## src/rtl/coin_tally_pkg.sv

```systemverilog
package coin_tally_pkg;

  // Step strobes sent from control to datapath, one per accepted coin
  typedef struct packed {
    logic stepOne;   // add one unit (5 cents)
    logic stepTwo;   // add two units (10 cents)
  } step_t;

endpackage

```

## src/rtl/coin_tally_fsm.sv

```systemverilog
module coin_tally_fsm
  import coin_tally_pkg::*;
(
  input  logic  clk,
  input  logic  rst,
  input  logic  coinValid,
  input  logic  coinType,
  input  logic  full,
  output step_t steps
);

  logic accept;

  // A coin counts only when strobed and the price is not yet met
  always_comb begin
    accept        = coinValid && !full;
    steps.stepOne = accept && !coinType;
    steps.stepTwo = accept && coinType;
  end

  // at most one step kind per coin
  a_r3_single_step: assert property (@(posedge clk) disable iff (rst)
    $onehot0({steps.stepOne, steps.stepTwo}));

  // nothing is issued while locked
  a_r7_no_step_when_full: assert property (@(posedge clk) disable iff (rst)
    full |-> !(steps.stepOne || steps.stepTwo));

endmodule

```

## src/rtl/coin_tally_dp.sv

```systemverilog
module coin_tally_dp
  import coin_tally_pkg::*;
#(
  parameter int UNIT_CENTS  = 5,
  parameter int PRICE_CENTS = 20,
  parameter int DIGIT_W     = 4
) (
  input  logic               clk,
  input  logic               rst,
  input  step_t              steps,
  output logic               full,
  output logic               paidLamp,
  output logic [DIGIT_W-1:0] tensDigit,
  output logic [DIGIT_W-1:0] unitsDigit
);

  localparam int LEVELS = PRICE_CENTS / UNIT_CENTS;
  localparam int LVL_W  = $clog2(LEVELS + 1);
  localparam logic [LVL_W-1:0] TOP    = LVL_W'(LEVELS);
  localparam logic [LVL_W:0]   TOP_EX = (LVL_W+1)'(LEVELS);

  logic [LVL_W-1:0] level;
  logic [LVL_W-1:0] levelNext;
  logic [LVL_W:0]   sumWide;
  int               centsNow;

  // Saturating step adder
  always_comb begin
    sumWide = {1'b0, level};
    if (steps.stepTwo)      sumWide = {1'b0, level} + (LVL_W+1)'(2);
    else if (steps.stepOne) sumWide = {1'b0, level} + (LVL_W+1)'(1);
    levelNext = (sumWide > TOP_EX) ? TOP : sumWide[LVL_W-1:0];
  end

  always_ff @(posedge clk) begin
    if (rst) level <= '0;
    else     level <= levelNext;
  end

  // Display and lamp derived from the held level
  always_comb begin
    centsNow   = int'(level) * UNIT_CENTS;
    tensDigit  = DIGIT_W'(centsNow / 10);
    unitsDigit = DIGIT_W'(centsNow % 10);
    full       = (level == TOP);
    paidLamp   = full;
  end

  // the level never exceeds the price
  a_r6_no_overflow: assert property (@(posedge clk) disable iff (rst)
    level <= TOP);

  // once full, stays full
  a_r7_locked: assert property (@(posedge clk) disable iff (rst)
    full |=> full);

  // no step, no movement
  a_r4_idle_hold: assert property (@(posedge clk) disable iff (rst)
    !(steps.stepOne || steps.stepTwo) |=> $stable(level));

  // units digit is 0 or 5
  a_r8_units_code: assert property (@(posedge clk) disable iff (rst)
    (unitsDigit == DIGIT_W'(0)) || (unitsDigit == DIGIT_W'(5)));

endmodule

```

## src/rtl/coin_tally_ctrl.sv

```systemverilog
module coin_tally_ctrl
  import coin_tally_pkg::*;
#(
  parameter int UNIT_CENTS  = 5,
  parameter int PRICE_CENTS = 20,
  parameter int DIGIT_W     = 4
) (
  input  logic               clk,
  input  logic               rst,
  input  logic               coinValid,
  input  logic               coinType,
  output logic               paidLamp,
  output logic [DIGIT_W-1:0] tensDigit,
  output logic [DIGIT_W-1:0] unitsDigit
);

  localparam logic [DIGIT_W-1:0] PRICE_TENS  = DIGIT_W'(PRICE_CENTS / 10);
  localparam logic [DIGIT_W-1:0] PRICE_UNITS = DIGIT_W'(PRICE_CENTS % 10);

  step_t steps;
  logic  full;

  coin_tally_fsm uCtl (
    .clk       (clk),
    .rst       (rst),
    .coinValid (coinValid),
    .coinType  (coinType),
    .full      (full),
    .steps     (steps)
  );

  coin_tally_dp #(
    .UNIT_CENTS  (UNIT_CENTS),
    .PRICE_CENTS (PRICE_CENTS),
    .DIGIT_W     (DIGIT_W)
  ) uDp (
    .clk        (clk),
    .rst        (rst),
    .steps      (steps),
    .full       (full),
    .paidLamp   (paidLamp),
    .tensDigit  (tensDigit),
    .unitsDigit (unitsDigit)
  );

  // lamp implies the display shows the price
  a_r5_lamp_full: assert property (@(posedge clk) disable iff (rst)
    paidLamp |-> (tensDigit == PRICE_TENS && unitsDigit == PRICE_UNITS));

endmodule

```

## config.mk

```make
export PLATFORM = sky130hd
export DESIGN_NAME = coin_tally_ctrl
export DESIGN_NICKNAME = d
export VERILOG_FILES = /design/src/rtl/coin_tally_pkg.sv /design/src/rtl/coin_tally_fsm.sv /design/src/rtl/coin_tally_dp.sv /design/src/rtl/coin_tally_ctrl.sv
export SDC_FILE = /design/constraint.sdc
export NUM_CORES = 1
export LEC_CHECK = 0
export ABC_AREA = 1
export BUFFER_PORTS_ARGS = -buffer_cell sky130_fd_sc_hd__buf_2
export CORE_MARGIN = 2
export CORE_UTILIZATION = 25
export DETAILED_ROUTE_END_ITERATION = 6
export GPL_TIMING_DRIVEN = 0
export MAX_ROUTING_LAYER = met4
export PLACE_DENSITY_LB_ADDON = 0.1
export REMOVE_ABC_BUFFERS = 1
export SLEW_MARGIN = 30
export SYNTH_ARGS = -nofsm -noshare
export SYNTH_HDL_FRONTEND = slang
export SYNTH_HIERARCHICAL = 1
export SYNTH_SLANG_ARGS = --single-unit
```

## constraint.sdc

```tcl
create_clock -name clk -period 2 [get_ports clk]
set_input_delay 0.1 -clock clk [delete_from_list [all_inputs] [get_ports clk]]
set_output_delay 0.1 -clock clk [all_outputs]
set_load 0.02 [all_outputs]
```

==> impl_results.md <==
* Status: finished, violations left
* Failing checks: setup timing
* Die W at 47.0 microns
* Max reg flops at 3
* Critical-path cell list: ha_4, ha_4, ha_4, inv_4, nand2_4, ha_4, nor2_4, nand2_1, nand2_1, nand2_1, nand2_1, nand2_1, nand2_1, nand2_1, buf_6
* Final hold vios at 0
* Share of layout cells above drive strength 1 at 38.9%
* WHS at 0.0452 ns
* P_leak at 0.352 nW
* Slowest library cell on the worst path: dfxtp_4
* Yosys top cell area share at 24.4%
* Crit. End Element: output port
* DP Area at 526 sq um
* Rows at 15
* Clock-pin slew on the worst setup and hold paths at 0.04 ns
* Most frequent CP cell: nand2_1
* CP startpoint kind: flop
* Biggest registers after layout: uDp/level: 3 flops
* Later-pin clock latency in the skew report at 0.23 ns
* Detailed Routing Iterations Pass 1 at 3
* Total Power at 0.321 mW
* Post-detail-place hpwl at 687 microns
* First-pass GRT wire length at 1560 microns
* Post-route ant nets at 0
* Inst Count DP at 107
* DRT iter0 DRCs at 7
* Final Util at 38.6%
* Worst Path Arrival at 2.03 ns
* Clk sink count at 3
* Overflow after GRT at 0
* Hold Path Class: input port to flop
* Setup CP Type: flop to output port
* Area growth, synth to finish at 44.4%
* # DRC at 0
* CTS tree: done
* Nets at 104
* Largest area contributor in the netlist: ha_1
* Bufs and invs on worst path at 2
* Req. time, crit path at 1.90 ns
* Die extent in y at 47.0 microns
* Synth Cell Area at 462 sq um
* Commonest non-fill, non-tap cell in the layout: nand2_1
* Buffers on Ports at 11
* Final Cycle Share at 107%
* GP Congestion at 0.746
* Largest Register: uDp/level
* # setup viols final at 1
* Total CTS buffers at 3
* Mean Syn Cell Area at 6.24 sq um
* DIE AREA at 0.00221 sq mm
* Ant diodes at 0
* Post-DR wirelength/cell at 8.23 microns
* Vias in the first global route at 385
* Fin area at 667 sq um
* Most frequent cells in the layout: 19 x nand2_1, 14 x inv_1, 10 x buf_2
* Max frequency at 469 MHz
* Cell family with most CP delay: adder cells
* Fillers at 200
* Non-Filler Instances at 115
* Clock Skews at 0.00286 ns
* Min Tclk post-route at 2.13 ns
* Number of vias per cell at 3.97
* Unrepaired setup endpoints after global routing: yes
* Largest cells by area after synthesis: ha_1 24%, nand2_1 16%, dfxtp_1 13%, inv_1 13%, buf_4 4.9%
* Total of max-cap violations at 0
* Post-synthesis cell count at 74
* Overall routing resource usage at 9.91%
* Peak VDD IR at 0.000479 V
* Pre-CTS setup slack at -0.221 ns
* I/O pin total at 13
* Initial core utilization at 26.7%
* Clock Tree Root: clkbuf_4
* Initial antenna violation count at 0
* Htree depth at 1
* Post-route setup slack at -0.130 ns
* Slowest Stage Delay on Critical Path at 0.34 ns
* Worst-path fanout max at 2
* Count of pins over their slew limit at 0
* Clock tree buffer depth at 2
* Core Footprint at 0.00173 sq mm
* Yosys cell types at 17
* Total number of vias at 456
* Largest net degree at the start of global routing at 7
* Final wirelength at 947 microns
* Synth warnings at 6
* Seq cells post-synth at 3
* Register area share after synthesis at 13.0%
* Pwr/cell area at 481 mW/mm^2
* Fin Setup TNS at -0.130 ns
cell type report:
class	count	area [sq um]	area share (%)
Clock buffer	4	26.3	3.94
Multi-Input combinational cell	52	387	58.0
Inverter	16	62.6	9.38
Timing Repair Buffer	15	91.3	13.7
Sequential cell	3	68.8	10.3
Tap cell	25	31.3	4.69
where the power goes:
part / leakage, nW / internal, mW / switching, mW
sequential: 0.0264 / 0.0651 / 0.00731
combinational: 0.311 / 0.0611 / 0.0855
clock: 0.0150 / 0.0745 / 0.0272
synth_stat cells:
cell type	instances
o21ai_2	1
inv_1	16
xor2_1	1
nand4_1	2
a21oi_1	2
a21oi_2	1
ha_1	9
nand3_2	1
nand3_1	3
buf_4	3
nor2_1	4
nand2_1	20
or2_0	1
or2_2	2
o21ai_0	4
conb_1	1
dfxtp_1	3
timing repair:
action,in CTS,in global routing
buffers inserted,4,0
hold buffers,0,0
setup endpoints to repair,2,5
cloned,0,0
resized for setup,14,7
pin swaps,7,7
per-layer routing:
layer,track usage (%),vias to the layer above,share of wire (%)
met4,0,0,0
met3,3.46,0,2.2
met5,-,-,0
li1,-,257,-
met2,14.5,6,45
met1,14.0,193,53
final timing paths:
| kind | start | to | slack, ns | cells after the start |
|---|---|---|---|---|
| worst max-delay path | uDp/level[0]$_SDFF_PP0_ | unitsDigit[3] | -0.13 | 15 |
| worst min-delay path | rst | uDp/level[2]$_SDFF_PP0_ | 0.05 | 2 |
| worst max register to register | uDp/level[0]$_SDFF_PP0_ | uDp/level[1]$_SDFF_PP0_ | 0.22 | 12 |
| worst min register to register | uDp/level[1]$_SDFF_PP0_ | uDp/level[1]$_SDFF_PP0_ | 0.70 | 3 |
cells by family after synthesis:
logic type / Yosys count / share of synthesized area, %
buffers and inverters: 19 / 17.9
AND/OR/NAND/NOR: 33 / 31.7
flip-flops: 3 / 13.0
AO/OA/AOI/OAI: 8 / 10.3
adder cells (fa/ha/maj): 9 / 24.4
other: 1 / 0.812
XOR/XNOR: 1 / 1.90
worst register-to-register path, cell delays in order (launching register included):
cell and delay, ns:
dfxtp_4 0.35, buf_4 0.14, inv_1 0.07, ha_1 0.19, nand2_1 0.05, inv_1 0.04
inv_1 0.04, nand2_1 0.07, nor2_2 0.16, a21oi_1 0.10, or2_2 0.32, nand4_1 0.11
inv_1 0.04
Power figures use the tool's default switching activity.
